--- src/rtl/an_status_pkg.sv ---
package an_status_pkg;
  // Decoded management access, one strobe per register action
  typedef struct packed {
    logic rdExp;    // read of expansion register
    logic rdLpa;    // read of partner ability register (side effect only)
    logic rdSetup;  // read of setup register
    logic wrSetup;  // write of setup register
    logic rdAny;    // any read: load read data
  } mgmtStrobe_t;

  localparam int FLAG_N = 3;
  localparam int CTRL_N = 3;
endpackage

--- src/rtl/an_status_ctrl.sv ---
module an_status_ctrl
  import an_status_pkg::*;
#(
  parameter int ADDR_W     = 5,
  parameter int LPA_ADDR   = 5,
  parameter int EXP_ADDR   = 6,
  parameter int SETUP_ADDR = 16
) (
  input  logic [ADDR_W-1:0] mgmtAddr,
  input  logic              mgmtRd,
  input  logic              mgmtWr,
  output mgmtStrobe_t       strobe
);
  localparam logic [ADDR_W-1:0] LpaSel   = ADDR_W'(LPA_ADDR);
  localparam logic [ADDR_W-1:0] ExpSel   = ADDR_W'(EXP_ADDR);
  localparam logic [ADDR_W-1:0] SetupSel = ADDR_W'(SETUP_ADDR);

  always_comb begin
    strobe.rdExp   = mgmtRd && (mgmtAddr == ExpSel);
    strobe.rdLpa   = mgmtRd && (mgmtAddr == LpaSel);
    strobe.rdSetup = mgmtRd && (mgmtAddr == SetupSel);
    strobe.wrSetup = mgmtWr && (mgmtAddr == SetupSel);
    strobe.rdAny   = mgmtRd;
  end
endmodule

--- src/rtl/an_status_data.sv ---
module an_status_data
  import an_status_pkg::*;
#(
  parameter int DATA_W = 16
) (
  input  logic              clk,
  input  logic              rstN,
  input  mgmtStrobe_t       strobe,
  input  logic              evMultiFault,
  input  logic              evPageRx,
  input  logic              evLinkLost,
  input  logic              lpAnKnown,
  input  logic              lpNextPage,
  input  logic [FLAG_N-1:0] stateHit,
  input  logic              anRestart,
  input  logic [CTRL_N-1:0] ctrlWrBits,
  output logic [DATA_W-1:0] rdData,
  output logic [CTRL_N-1:0] ctrlQ
);
  localparam int ExpPad   = DATA_W - 5;
  localparam int SetupPad = DATA_W - 12;

  logic              multiFault;
  logic              pageRx;
  logic [FLAG_N-1:0] flagQ;
  logic [DATA_W-1:0] expWord;
  logic [DATA_W-1:0] setupWord;
  logic [DATA_W-1:0] rdNext;

  // Sticky fault: a set in the same cycle as the clearing read wins
  always_ff @(posedge clk) begin
    if (!rstN)             multiFault <= 1'b0;
    else if (evMultiFault) multiFault <= 1'b1;
    else if (strobe.rdExp) multiFault <= 1'b0;
  end

  // Page received: link loss beats a new page, a new page beats an ability read
  always_ff @(posedge clk) begin
    if (!rstN)             pageRx <= 1'b0;
    else if (evLinkLost)   pageRx <= 1'b0;
    else if (evPageRx)     pageRx <= 1'b1;
    else if (strobe.rdLpa) pageRx <= 1'b0;
  end

  // State-visited flags, restart has priority over a fresh entry
  for (genvar i = 0; i < FLAG_N; i++) begin : gFlag
    always_ff @(posedge clk) begin
      if (!rstN)            flagQ[i] <= 1'b0;
      else if (anRestart)   flagQ[i] <= 1'b0;
      else if (stateHit[i]) flagQ[i] <= 1'b1;
    end
  end

  always_ff @(posedge clk) begin
    if (!rstN)               ctrlQ <= '0;
    else if (strobe.wrSetup) ctrlQ <= ctrlWrBits;
  end

  always_comb begin
    expWord   = {{ExpPad{1'b0}}, multiFault, lpNextPage, 1'b0, pageRx, lpAnKnown};
    setupWord = {{SetupPad{1'b0}}, ctrlQ, 6'b0, flagQ};
    if (strobe.rdExp)        rdNext = expWord;
    else if (strobe.rdSetup) rdNext = setupWord;
    else                     rdNext = '0;
  end

  always_ff @(posedge clk) begin
    if (!rstN)             rdData <= '0;
    else if (strobe.rdAny) rdData <= rdNext;
  end
endmodule

--- src/rtl/an_status_bank.sv ---
module an_status_bank
  import an_status_pkg::*;
#(
  parameter int ADDR_W     = 5,
  parameter int DATA_W     = 16,
  parameter int LPA_ADDR   = 5,
  parameter int EXP_ADDR   = 6,
  parameter int SETUP_ADDR = 16
) (
  input  logic              clk,
  input  logic              rstN,
  input  logic              evMultiFault,
  input  logic              evPageRx,
  input  logic              evLinkLost,
  input  logic              lpAnKnown,
  input  logic              stAbilityDetect,
  input  logic              stParDetFault,
  input  logic              stLinkCheck,
  input  logic              anRestart,
  input  logic [DATA_W-1:0] lpAbility,
  input  logic [ADDR_W-1:0] mgmtAddr,
  input  logic [DATA_W-1:0] mgmtWrData,
  input  logic              mgmtRd,
  input  logic              mgmtWr,
  output logic [DATA_W-1:0] mgmtRdData,
  output logic              ledLinkPulseSel,
  output logic              anTimerFast,
  output logic              anLoopback
);
  mgmtStrobe_t       strobe;
  logic [CTRL_N-1:0] ctrlQ;

  an_status_ctrl #(
    .ADDR_W(ADDR_W), .LPA_ADDR(LPA_ADDR),
    .EXP_ADDR(EXP_ADDR), .SETUP_ADDR(SETUP_ADDR)
  ) uCtrl (
    .mgmtAddr(mgmtAddr), .mgmtRd(mgmtRd), .mgmtWr(mgmtWr), .strobe(strobe)
  );

  an_status_data #(.DATA_W(DATA_W)) uData (
    .clk(clk), .rstN(rstN), .strobe(strobe),
    .evMultiFault(evMultiFault), .evPageRx(evPageRx), .evLinkLost(evLinkLost),
    .lpAnKnown(lpAnKnown), .lpNextPage(lpAbility[DATA_W-1]),
    .stateHit({stAbilityDetect, stParDetFault, stLinkCheck}),
    .anRestart(anRestart), .ctrlWrBits(mgmtWrData[11:9]),
    .rdData(mgmtRdData), .ctrlQ(ctrlQ)
  );

  assign ledLinkPulseSel = ctrlQ[2];
  assign anTimerFast     = ctrlQ[1];
  assign anLoopback      = ctrlQ[0];
endmodule

--- config.mk ---
export PLATFORM = sky130hd
export DESIGN_NAME = an_status_bank
export DESIGN_NICKNAME = d
export VERILOG_FILES = /design/src/rtl/an_status_pkg.sv /design/src/rtl/an_status_ctrl.sv /design/src/rtl/an_status_data.sv /design/src/rtl/an_status_bank.sv
export SDC_FILE = /design/constraint.sdc
export NUM_CORES = 1
export LEC_CHECK = 0
export BUFFER_PORTS_ARGS = -buffer_cell sky130_fd_sc_hd__buf_2
export CORE_MARGIN = 2
export CORE_UTILIZATION = 30
export CTS_CLUSTER_SIZE = 20
export DETAILED_ROUTE_END_ITERATION = 12
export PLACE_DENSITY = 0.7
export SYNTH_ARGS = -nofsm -noshare
export SYNTH_HDL_FRONTEND = slang
export SYNTH_SLANG_ARGS = --single-unit
--- constraint.sdc ---
create_clock -name clk -period 0.8 [get_ports clk]
set_input_delay 0 -clock clk [delete_from_list [all_inputs] [get_ports clk]]
set_output_delay 0 -clock clk [all_outputs]
set_load 0.05 [all_outputs]
# == Word level (Yosys, flattened, before mapping) ==
# Cells that the tools add are included.
# word_totals
register_bits,24
latchBits,0
ram_bits,0
romBits,0
in_bits,49
out_inout_bits,19
wordCells,25
n_memories,0
# classes
addsub,0
multipliers,0
div,0
n_lt_le_gt_ge,0
eq_ne,3
shifts,0
n_mux,6
bitwise,1
n_reduce_logical,8
# op_table
operator,n
two-way mux 16 bit,1
two-way mux 12 bit,1
"== test 5 x 3 -> 1 bit, second input constant",2
"== test 5 bit, second input constant",1
logical AND 1 bit,4
two-way mux 1 bit,4
nonzero test 2 bit,2
OR reduction 2 bit,2
inverter 1 bit,1

# == Logic depth before layout (Yosys ltp) ==
# Gate-level depths: netlist of the first run.
# logic_depth
depth_word,4
ltp_mapped,4

# == Modules after synthesis ==
# A second synthesis of the first run with hierarchy kept.
# hier_totals
cells_unflattened,81
hier_area_um2,778.2
# by_module_without_submodules
mod,n_inst,cells_per_inst,area_each_um2,seq_area_each_um2
an_status_data,1,72,706.9,320.3
an_status_ctrl,1,9,71.3,0.0

# == Worst setup path after synthesis of the first run ==
# OpenSTA, ideal clock, no wires.
# synth_timing
path_kind,reg-to-reg
start,register uData.rdData[0] (netlist name)
end,register uData.rdData[0]
setup_ns,0.086
arrival_ns,1.113
required_ns,0.714
path_slack_ns,-0.399
stages_incl_launch_ff,4
synth_period_minus_slack_ns,1.199
path_cell_list,dfxtp_1 nor2b_1 nor2_1 a221oi_2
# synth_rtl
element,line_no,rtl
to (signal assigned),an_status_data.sv:69,else if (strobe.rdAny) rdData <= rdNext;
to (decl),an_status_data.sv:17,"output logic [DATA_W-1:0] rdData,"

==> metrics.md, run 1 <==
| Metric | Value |
|---|---|
| Status | finished, violations left |
| Failing checks | setup timing |
| I/O pin total | 68 |
| Post-Synthesis Cells | 82 |
| Area share of and/or/nand/nor cells after synthesis | 0.2546 |
| Initial antenna violation count | 0 |
| Post-Syn Area | 742.0 um2 |
| Crit path launch type | flip-flop |
| Hold slack | around 0.0058 ns |
| Final #Nets | 185 |
| Post-synthesis sequential area ratio | 0.4317 |
| Clk_skew | around 0.010 ns |
| Initial Utilization | 0.3079 |
| Adder-Cell Fraction of Synth Area | 0 |
| Crit path launch | uData.rdData[0]$_SDFFE_PN0P_ |
| Share of layout cells above drive strength 1 | 0.4963 |
| Largest net degree at the start of global routing | 13 |
| Post-synth EDFFs | 0 |
| Final hold vios | 0 |
| Die width | ~54 um |
| Top post-synthesis cells by count | dfxtp_1 (16), nor2_1 (12), buf_4 (8) |
| Crit path max fanout | 2 |
| Count of cell types in the netlist | 24 |
| TritonCTS clock tree | done |
| Flops & latches, synth | 16 |
| Req. time, crit path | 0.96 ns |
| Port Buffer Count | 31 |
| CTS HTree Levels | 1 |
| Setup Viol. Count Final | 11 |
| Worst r2r dst | uData.rdData[0]$_SDFFE_PN0P_ |
| Antenna Cells | 0 |
| Clock Latency Late Sink | 0.29 ns |
| Dominant synthesized flop cell | dfxtp_1 |
| Vias | 810 |
| Most numerous cell in the Yosys netlist | dfxtp_1 |
| Setup Total Neg Slack | -0.2873 ns |
| First-pass GRT wire length | between 3 and 4 mm |
| DRC Markers | 0 |
| Fmax achieved | 1171 MHz |
| Synth area leader | dfxtp_1 |
| Fin crit share | 1.068 |
| Avg Cell Area, Syn | 9.048 um2 |
| Compound-Gate Fraction of Synth Area | 0.1973 |
| Final WS setup | -0.05428 ns |
| HP Class | in2reg |
| Largest family of logic cells by synthesized area | simple AND/OR/NAND/NOR gates |
| Final core occ | 0.5239 |
| R2R setup slack | -0.05 ns |
| Root Driver | clkbuf_4 |
| Crit path capture type | flip-flop |
| Total global routing overflow | 0 |
| Async S/R FF share, synth | 0 |
| Drt pass-1 iters | 4 |
| Critical Path Sink | uData.rdData[0]$_SDFFE_PN0P_ |
| Final GP Congestion | around 0.8 |
| Area share of the largest cell type after synthesis | 0.4317 |
| Area Overhead vs Synth | 70.15% |
| GRT Overall Usage | 0.1492 |
| Hpwl dp | 1.460 mm |
| Max Cap Violations | 0 |
| Avg WL per Cell | around 14 um |
| Final Max Slew Viols | 0 |
| CP Data Arrival Time | just over 1 ns |
| Antenna-violating nets left | 0 |
| FF-to-FF path depth | 3 |
| Ys Warns | 0 |
| Synth Area in XOR/XNOR | 0 |
| Hold Path Cell Cnt | 3 |
| Post-synthesis mux area share | 0 |
| Total Power | 1.586 mW |
| Static leakage | roughly 0.53 nW |
| Min Tclk post-route | around 0.85 ns |
| Vias per cell | slightly below 5 |
| RSZ-0062 raised after global routing | yes |
| Number of global-route vias before repair | about 740 |
| Total Wirelength | approximately 2.3 mm |
| Clk pin slew, worst setup/hold paths | approximately 0.09 ns |
| Power Density | 1256 mW/mm2 |
| Row Count | 18 |
| VDD IR max | about 0.00059 V |
| Clock Tree Buf Depth | 2 |
| Crit path kind | reg2reg |
| Core ar. | 0.002410 mm2 |
| Largest cells by area after synthesis | dfxtp_1 (43%), buf_4 (8.1%), nor2_1 (6.1%) |
| Die height | around 54 um |
| Reg-to-reg startpoint | uData.rdData[0]$_SDFFE_PN0P_ |
| CTS Buf Count | 3 |
| Starting DRT DRC Count | 15 |
| Die area | 0.002887 mm2 |
| Clock Sinks | 16 |
[area by class of cell]
type / count / area, um2
fillers: 210 / 1147
repair buffers: 52 / 435.4
multi-input cells: 59 / 400.4
flip-flops and latches: 16 / 347.8
well taps: 30 / 37.54
clock buffers: 3 / 22.52
inverters: 4 / 15.01
clock inverters: 1 / 3.754
[critical path, stage by stage (launching register included)]
cell,delay (ns)
dfxtp_4,0.35
nor2b_4,0.12
a31oi_1,0.18
a221oi_2,0.08
[worst min-delay path by stage]
stage	startpoint	to
after CTS	rstN	uData.multiFault$_SDFFE_PN0P_
after global routing	lpAnKnown	uData.rdData[0]$_SDFFE_PN0P_
final	lpAnKnown	uData.rdData[0]$_SDFFE_PN0P_
after floorplan	evLinkLost	uData.pageRx$_SDFFE_PP0P_
after detailed placement	evLinkLost	uData.pageRx$_SDFFE_PP0P_
after global placement	evLinkLost	uData.pageRx$_SDFFE_PP0P_
[cells by family (layout without fill, tap and decap cells)]
kind of cell	Yosys count	in the layout
AND/OR/NAND/NOR	31	31
AO/OA/AOI/OAI	20	20
flip-flops	16	16
buffers and inverters	14	60
other	1	8
[flip-flops by register name, indices dropped and copies added (netlist names)]
signal and cells:
uData.ctrlQ 3, uData.flagQ 3, uData.multiFault 1, uData.pageRx 1, uData.rdData 8
[stage by stage]
stage | std cells | cell area (um2) | setup slack, ns
floorplan | 89 | 808.3 | -0.1484
global placement | 149 | 1001 | -0.2264
detailed placement | 149 | 1001 | -0.2540
CTS | 163 | 1209 | -0.05326
global route | 165 | 1262 | -0.1136
finish | 165 | 1262 | -0.05428
[what timing repair did]
action,4_1_cts,5_1_grt
buffers inserted,0,1
resized for setup,26,10
pin swaps,3,1
endpoints found under the hold margin,9,1
hold buffers,10,1
setup endpoints to repair,13,17
[per-layer routing]
metal | GRT usage | share of wire
met5 | 0 | 0
met4 | 0.08547 | 0.028
met3 | 0.02222 | 0.046
met2 | 0.2378 | 0.50
met1 | 0.1902 | 0.42
[power breakdown]
group          switching (mW)  internal (mW)  total, mW
clock network           0.263          0.181      0.445
registers              0.0105          0.797      0.807
logic                   0.200          0.134      0.334
total                   0.474           1.11       1.59
[cells in the final DEF, fill, tap and decap left out]
cell | synthesis | layout
nor2b_4 | 0 | 2
o21ai_2 | 0 | 1
dfxtp_2 | 0 | 7
dlygate4sd3_1 | 0 | 11
clkbuf_4 | 0 | 3
nand2_1 | 2 | 2
nor2b_1 | 4 | 2
nor4b_4 | 1 | 1
nand2b_1 | 2 | 2
buf_2 | 0 | 20
o21a_1 | 1 | 1
nand4bb_1 | 1 | 1
o31ai_1 | 1 | 1
buf_8 | 0 | 9
a32oi_2 | 0 | 1
conb_1 | 1 | 8
nor2_2 | 0 | 2
a211oi_1 | 1 | 1
clkinv_1 | 0 | 1
nand4_1 | 2 | 2
o21ai_1 | 3 | 2
a221oi_2 | 2 | 2
or4b_4 | 0 | 1
dfxtp_4 | 0 | 5
a21oi_1 | 5 | 5
nor4b_2 | 1 | 1
dfxtp_1 | 16 | 4
a32oi_1 | 4 | 3
inv_1 | 4 | 4
nor2_1 | 12 | 10
buf_4 | 8 | 12
a31oi_1 | 3 | 3
and2_1 | 1 | 1
nand3_1 | 4 | 4
No activity file was read; power rests on OpenSTA's default activity.
==> run 2, diff against run 1 <==
- CORE_UTILIZATION: 30 -> 32
- PLACE_DENSITY: 0.7 -> 0.74
==> run 2 against run 1 <==
Net effect: the flow still finishes with violations (setup timing); count of clock-buffer cells in the layout unchanged; highest routed layer unchanged; flip-flop and latch count unchanged; first-iteration DRC count down 60%; worst hold slack better by 0.032 ns; largest cell class unchanged; core utilization up 4.1 points; global-route usage down 0.47 points; non-clock buffer count down 1; die area down 5.8%; combinational power about the same; critical path depth unchanged; critical endpoint unchanged; total power down 2.7%.
==> metrics.md, run 2 (synthesis results as in run 1) <==
| Metric | Value |
|---|---|
| First-pass GRT wire length | 2.980 mm (was 3.187 mm) |
| Clk pin slew, worst setup/hold paths | 0.09 ns (about the same) |
| Final core occ | 0.5650 (was 0.5239) |
| HP Class | in2reg (unchanged) |
| Clock Sinks | 16 (unchanged) |
| Initial Utilization | 0.3354 (was 0.3079) |
| Power Density | 1234 mW/mm2 (was 1256 mW/mm2) |
| Reg with most FFs | uData.rdData (unchanged) |
| FF-to-FF path depth | 3 (unchanged) |
| Failing checks | setup timing (unchanged) |
| Gate power share | 0.214 (was 0.210) |
| Final-layout fill cell count | 199 (was 210) |
| Die height | 52.15 um (was 53.73 um) |
| Critical Path Sink | uData.rdData[0]$_SDFFE_PN0P_ (unchanged) |
| P_sw | 0.4372 mW (was 0.4739 mW) |
| Number of global-route vias before repair | 724 (was 735) |
| Worst r2r dst | uData.rdData[0]$_SDFFE_PN0P_ (unchanged) |
| Total Wirelength | 2.018 mm (was 2.321 mm) |
| Final GP Congestion | 0.7479 (was 0.7916) |
| Final hold vios | 0 (unchanged) |
| Number of flip-flops in the largest register | 8 (unchanged) |
| Vias per cell | 4.820 (was 4.909) |
| Die width | 52.15 um (was 53.73 um) |
| VDD IR max | 0.0008084 V (was 0.0005934 V) |
| Area Overhead vs Synth | 68.47% (was 70.15%) |
| Final Max Slew Viols | 0 (unchanged) |
| Total global routing overflow | 0 (unchanged) |
| CTS HTree Levels | 1 (unchanged) |
| Clock Tree Buf Depth | 2 (unchanged) |
| Min Tclk post-route | 0.8515 ns (was 0.8543 ns) |
| Req. time, crit path | 0.98 ns (was 0.96 ns) |
| Fin crit share | 1.064 (was 1.068) |
| Fmax achieved | 1174 MHz (was 1171 MHz) |
| Status | finished, violations left (unchanged) |
| Hpwl dp | 1.461 mm (was 1.460 mm) |
| GRT Overall Usage | 0.1445 (was 0.1492) |
| Drt pass-1 iters | 4 (unchanged) |
| Sequential share of power | 0.523 (was 0.509) |
| Vias | 776 (was 810) |
| Most common cell after layout, fill and taps aside | buf_2 (unchanged) |
| CTS Buf Count | 3 (unchanged) |
| Crit path launch type | flip-flop (unchanged) |
| Crit path max fanout | 2 (unchanged) |
| I/O pin total | 68 (unchanged) |
| DRC Markers | 0 (unchanged) |
| Avg WL per Cell | 12.53 um (was 14.07 um) |
| Clock Latency Late Sink | 0.27 ns (was 0.29 ns) |
| Hold Path Cell Cnt | 3 (unchanged) |
| Switching share of power | 0.2834 (was 0.2988) |
| Starting DRT DRC Count | 6 (was 15) |
| Clk_skew | 0.005097 ns (was 0.01034 ns) |
| Final WS setup | -0.05149 ns (was -0.05428 ns) |
| Crit path kind | reg2reg (unchanged) |
| Crit path capture type | flip-flop (unchanged) |
| Setup Total Neg Slack | -0.1051 ns (was -0.2873 ns) |
| Total Power | 1.543 mW (was 1.586 mW) |
| Crit path launch | uData.rdData[0]$_SDFFE_PN0P_ (unchanged) |
| Static leakage | 0.5243 nW (was 0.5339 nW) |
| Int Pwr | 1.106 mW (was 1.112 mW) |
| Core ar. | 0.002212 mm2 (was 0.002410 mm2) |
| Max Cap Violations | 0 (unchanged) |
| CP Data Arrival Time | 1.03 ns (was 1.01 ns) |
| Antenna Cells | 0 (unchanged) |
| Setup Viol. Count Final | 4 (was 11) |
| Most frequent cells in the layout | buf_2 (20), nor2_1 (11), dlygate4sd3_1 (11), buf_4 (9) (was buf_2 (20), buf_4 (12), dlygate4sd3_1 (11), nor2_1 (10), buf_8 (9)) |
| Share of layout cells above drive strength 1 | 0.4737 (was 0.4963) |
| Root Driver | clkbuf_4 (unchanged) |
| Reg-to-reg startpoint | uData.rdData[0]$_SDFFE_PN0P_ (unchanged) |
| Initial antenna violation count | 0 (unchanged) |
| R2R setup slack | -0.05 ns (about the same) |
| Largest net degree at the start of global routing | 13 (unchanged) |
| DP Worst Slack | -0.2544 ns (was -0.2540 ns) |
| Final #Nets | 184 (was 185) |
| TritonCTS clock tree | done (unchanged) |
| Port Buffer Count | 31 (unchanged) |
| Clk network pwr share | 0.263 (was 0.281) |
| Die area | 0.002720 mm2 (was 0.002887 mm2) |
| Regs by FF count | uData.rdData (8), uData.ctrlQ (3), uData.flagQ (3) (unchanged) |
| RSZ-0062 raised after global routing | yes (unchanged) |
| Row Count | 17 (was 18) |
| Antenna-violating nets left | 0 (unchanged) |
run 2: power groups by stage:
stage	Sequential [mW]	Combinational (mW)	Clock, mW
3_3_place_gp	0.833	0.273	0
6_report	0.807	0.331	0.405
2_1_floorplan	0.840	0.186	0
4_1_cts	0.816	0.320	0.412
5_1_grt	0.809	0.353	0.460
3_5_place_dp	0.834	0.279	0
run 2: area by class of cell:
| type | instances | area [um2] | area share |
|---|---|---|---|
| clock buffer | 3 | 22.52 | 0.01802 |
| sequential | 16 | 346.6 | 0.2773 |
| tap | 28 | 35.03 | 0.02803 |
| timing repair buffer | 51 | 440.4 | 0.3524 |
| inverter | 4 | 15.01 | 0.01201 |
| multi-input combinational | 59 | 390.4 | 0.3123 |
run 2: routing by layer:
metal  vias to the layer above  track usage  routed length (um)  part of all wire
met2                        30       0.2511                1046              0.52
met5                         -            0                   0                 0
met1                       363       0.1829                 837              0.41
li1                        381            -                   -                 -
met3                         2      0.03161                 129             0.064
met4                         0      0.02991                   4            0.0020
run 2: critical path: stages (launching register included):
cell	delay, ns
dfxtp_4	0.35
nor2b_4	0.14
nor2_1	0.05
a221oi_2	0.22
run 2: worst min path at each step:
| stage | startpoint | endpoint | slack [ns] |
|---|---|---|---|
| detailed placement | evLinkLost | uData.pageRx$_SDFFE_PP0P_ | 0.17 |
| floorplan | evLinkLost | uData.pageRx$_SDFFE_PP0P_ | 0.08 |
| global route | anRestart | uData.flagQ[0]$_SDFFE_PP0P_ | 0.03 |
| global placement | evLinkLost | uData.pageRx$_SDFFE_PP0P_ | 0.17 |
| finish | anRestart | uData.flagQ[1]$_SDFFE_PP0P_ | 0.04 |
| CTS | lpAbility[15] | uData.rdData[3]$_SDFFE_PN0P_ | 0.009 |
run 2: per-stage QoR:
stage | cell area, um2 | hold WS [ns] | std cells
2_1_floorplan | 808.3 | 0.07847 | 89
3_5_place_dp | 996.0 | 0.1706 | 145
5_1_grt | 1250 | 0.02972 | 161
4_1_cts | 1176 | 0.008739 | 158
6_report | 1250 | 0.03801 | 161
3_3_place_gp | 996.0 | 0.1714 | 145
run 2: timing repair:
action / in CTS / in global routing
resized for setup: 19 / 14
hold buffers: 10 / 1
endpoints found under the setup margin: 13 / 14
pin swaps: 2 / 1
cloned: 0 / 0
setup buffers: 0 / 2
hold endpoints to repair: 8 / 1
==> run 3, diff against run 2 <==
- SKIP_CTS_REPAIR_TIMING: default -> 1
==> run 3 against run 2 <==
Net effect: the flow finishes with violations (hold timing, setup timing); count of clock-buffer cells in the layout stayed put; sequential share of layout area is 0.17 points higher; wire length is 2.9% lower; first-iteration DRC count stayed put; clock power hardly changed; clock skew hardly changed; die area stayed put; worst hold slack worse by 0.049 ns; global-route usage is 1.4 points lower; sequential power hardly changed; non-clock buffer count is 1 lower; flip-flop and latch count stayed put; critical endpoint is now uData.rdData[1]$_SDFFE_PN0P_; highest routed layer unchanged.
==> metrics.md, run 3 (synthesis results as in run 1) <==
| Metric | Value |
|---|---|
| Antenna-violating nets left | 0 (unchanged) |
| Worst r2r dst | uData.rdData[1]$_SDFFE_PN0P_ (was uData.rdData[0]$_SDFFE_PN0P_) |
| Sequential share of power | 0.524 (was 0.523) |
| Die area | 0.002720 mm2 (unchanged) |
| Clock Latency Late Sink | 0.27 ns (about the same) |
| Max stage delay cell, worst path | dfxtp_4 (unchanged) |
| CP Data Arrival Time | 1.04 ns (was 1.03 ns) |
| Row Count | 17 (unchanged) |
| Number of flip-flops in the largest register | 8 (unchanged) |
| Port Buffer Count | 31 (unchanged) |
| Die height | 52.15 um (unchanged) |
| Share of layout cells above drive strength 1 | 0.4848 (was 0.4737) |
| Drt pass-1 iters | 4 (unchanged) |
| Status | finished, violations left (unchanged) |
| Final hold vios | 1 (was 0) |
| Req. time, crit path | 0.99 ns (was 0.98 ns) |
| I/O pin total | 68 (unchanged) |
| Clock Tree Buf Depth | 2 (unchanged) |
| Total Power | 1.540 mW (was 1.543 mW) |
| Placed insts | 145 (unchanged) |
| DRC Markers | 0 (unchanged) |
| Clock Sinks | 16 (unchanged) |
| Initial Utilization | 0.3354 (unchanged) |
| Min Tclk post-route | 0.8567 ns (was 0.8515 ns) |
| Final GP Congestion | 0.7479 (unchanged) |
| Final #Nets | 183 (was 184) |
| Crit-path cells | nor2b_4 > nor2_2 > a221oi_2 (was nor2b_4 > nor2_1 > a221oi_2) |
| Power Density | 1239 mW/mm2 (was 1234 mW/mm2) |
| TritonCTS clock tree | done (unchanged) |
| Max Cap Violations | 0 (unchanged) |
| Crit path max fanout | 2 (unchanged) |
| Hold slack | -0.01052 ns (was 0.03801 ns) |
| GRT Overall Usage | 0.1306 (was 0.1445) |
| Switching share of power | 0.2840 (was 0.2834) |
| Setup Total Neg Slack | -0.1368 ns (was -0.1051 ns) |
| Gate power share | 0.212 (was 0.214) |
| Critical Path Sink | uData.rdData[1]$_SDFFE_PN0P_ (was uData.rdData[0]$_SDFFE_PN0P_) |
| Fin cells | 160 (was 161) |
| Core ar. | 0.002212 mm2 (unchanged) |
| HP Class | in2reg (unchanged) |
| VDD IR max | 0.0008187 V (was 0.0008084 V) |
| RSZ-0062 raised after global routing | yes (unchanged) |
| Post-placement cell area | 996.0 um2 (unchanged) |
| Fin crit share | 1.071 (was 1.064) |
| Antenna Cells | 0 (unchanged) |
| Most frequent cells in the layout | buf_2 (20), nor2_1 (11), dlygate4sd3_1 (10), buf_4 (9) (was buf_2 (20), nor2_1 (11), dlygate4sd3_1 (11), buf_4 (9)) |
| Vias per cell | 4.713 (was 4.820) |
| P_sw | 0.4373 mW (was 0.4372 mW) |
| Initial antenna violation count | 0 (unchanged) |
| Reg with most FFs | uData.rdData (unchanged) |
| Int Pwr | 1.102 mW (was 1.106 mW) |
| Reg-to-reg startpoint | uData.rdData[1]$_SDFFE_PN0P_ (was uData.rdData[0]$_SDFFE_PN0P_) |
| Static leakage | 0.5193 nW (was 0.5243 nW) |
| Number of global-route vias before repair | 647 (was 724) |
| Die width | 52.15 um (unchanged) |
| Vias | 754 (was 776) |
| Final-layout fill cell count | 198 (was 199) |
| Final Max Slew Viols | 0 (unchanged) |
| Root Driver | clkbuf_4 (unchanged) |
| Starting DRT DRC Count | 6 (unchanged) |
| First-pass GRT wire length | 2.697 mm (was 2.980 mm) |
| R2R setup slack | -0.06 ns (was -0.05 ns) |
| CP bufs+invs | 0 (unchanged) |
| Clk_skew | 0.005106 ns (was 0.005097 ns) |
| Final WS setup | -0.05670 ns (was -0.05149 ns) |
| DP Worst Slack | -0.2544 ns (unchanged) |
| Area Overhead vs Synth | 67.45% (was 68.47%) |
| Crit path capture type | flip-flop (unchanged) |
| Clk pin slew, worst setup/hold paths | 0.09 ns (about the same) |
| Design Area, Final | 0.001242 mm2 (was 0.001250 mm2) |
| Regs by FF count | uData.rdData (8), uData.ctrlQ (3), uData.flagQ (3) (unchanged) |
| Delay-heaviest family, CP | flip-flops (unchanged) |
| Crit path launch type | flip-flop (unchanged) |
| Worst stage delay on the critical path | 0.35 ns (about the same) |
| CTS HTree Levels | 1 (unchanged) |
| Crit path launch | uData.rdData[1]$_SDFFE_PN0P_ (was uData.rdData[0]$_SDFFE_PN0P_) |
| Most common cell after layout, fill and taps aside | buf_2 (unchanged) |
| Avg WL per Cell | 12.24 um (was 12.53 um) |
| Final core occ | 0.5617 (was 0.5650) |
| FF-to-FF path depth | 3 (unchanged) |
| Fmax achieved | 1167 MHz (was 1174 MHz) |
| CTS Buf Count | 3 (unchanged) |
| Failing checks | hold timing, setup timing (was setup timing) |
| Setup Viol. Count Final | 5 (was 4) |
| Crit path kind | reg2reg (unchanged) |
| Hpwl dp | 1.461 mm (unchanged) |
| Clk network pwr share | 0.263 (about the same) |
| Total Wirelength | 1.959 mm (was 2.018 mm) |
| Critical path depth | 3 (unchanged) |
| Largest net degree at the start of global routing | 13 (unchanged) |
| Total global routing overflow | 0 (unchanged) |
-- run 3: worst min-delay path, delay by kind of cell --
family	cells	cell delay [ns]
and+or+nand+nor	1	0.07
AOI/OAI and AO/OA	1	0.07
buffers and inverters	1	0.09
-- run 3: power groups by stage --
| stage | Clock, mW | Sequential (mW) | Combinational (mW) |
|---|---|---|---|
| after floorplan | 0 | 0.840 | 0.186 |
| after global placement | 0 | 0.833 | 0.273 |
| after detailed placement | 0 | 0.834 | 0.279 |
| after CTS | 0.412 | 0.815 | 0.280 |
| after global routing | 0.460 | 0.809 | 0.350 |
| final | 0.405 | 0.807 | 0.327 |
-- run 3: worst min-delay path by stage --
stage,depth (start not counted),start,endpoint,slack [ns]
after floorplan,1,evLinkLost,uData.pageRx$_SDFFE_PP0P_,0.08
after global placement,2,evLinkLost,uData.pageRx$_SDFFE_PP0P_,0.17
after detailed placement,2,evLinkLost,uData.pageRx$_SDFFE_PP0P_,0.17
after CTS,2,evLinkLost,uData.pageRx$_SDFFE_PP0P_,-0.12
after global routing,3,mgmtWrData[10],uData.ctrlQ[1]$_SDFFE_PN0P_,0.005
final,3,mgmtWrData[10],uData.ctrlQ[1]$_SDFFE_PN0P_,-0.01
-- run 3: cell type report --
class / instances / area, um2 / share of cell area
Multi-Input combinational cell: 59 / 396.6 / 0.3192
Tap cell: 28 / 35.03 / 0.02820
Sequential cell: 16 / 346.6 / 0.2790
Timing Repair Buffer: 50 / 426.7 / 0.3434
Clock buffer: 3 / 22.52 / 0.01813
Inverter: 4 / 15.01 / 0.01208
-- run 3: layer usage --
metal	global-route usage	routed length, um
met4	0.03419	4
met3	0.02874	122
met1	0.1723	810
met2	0.2152	1022
met5	0	0
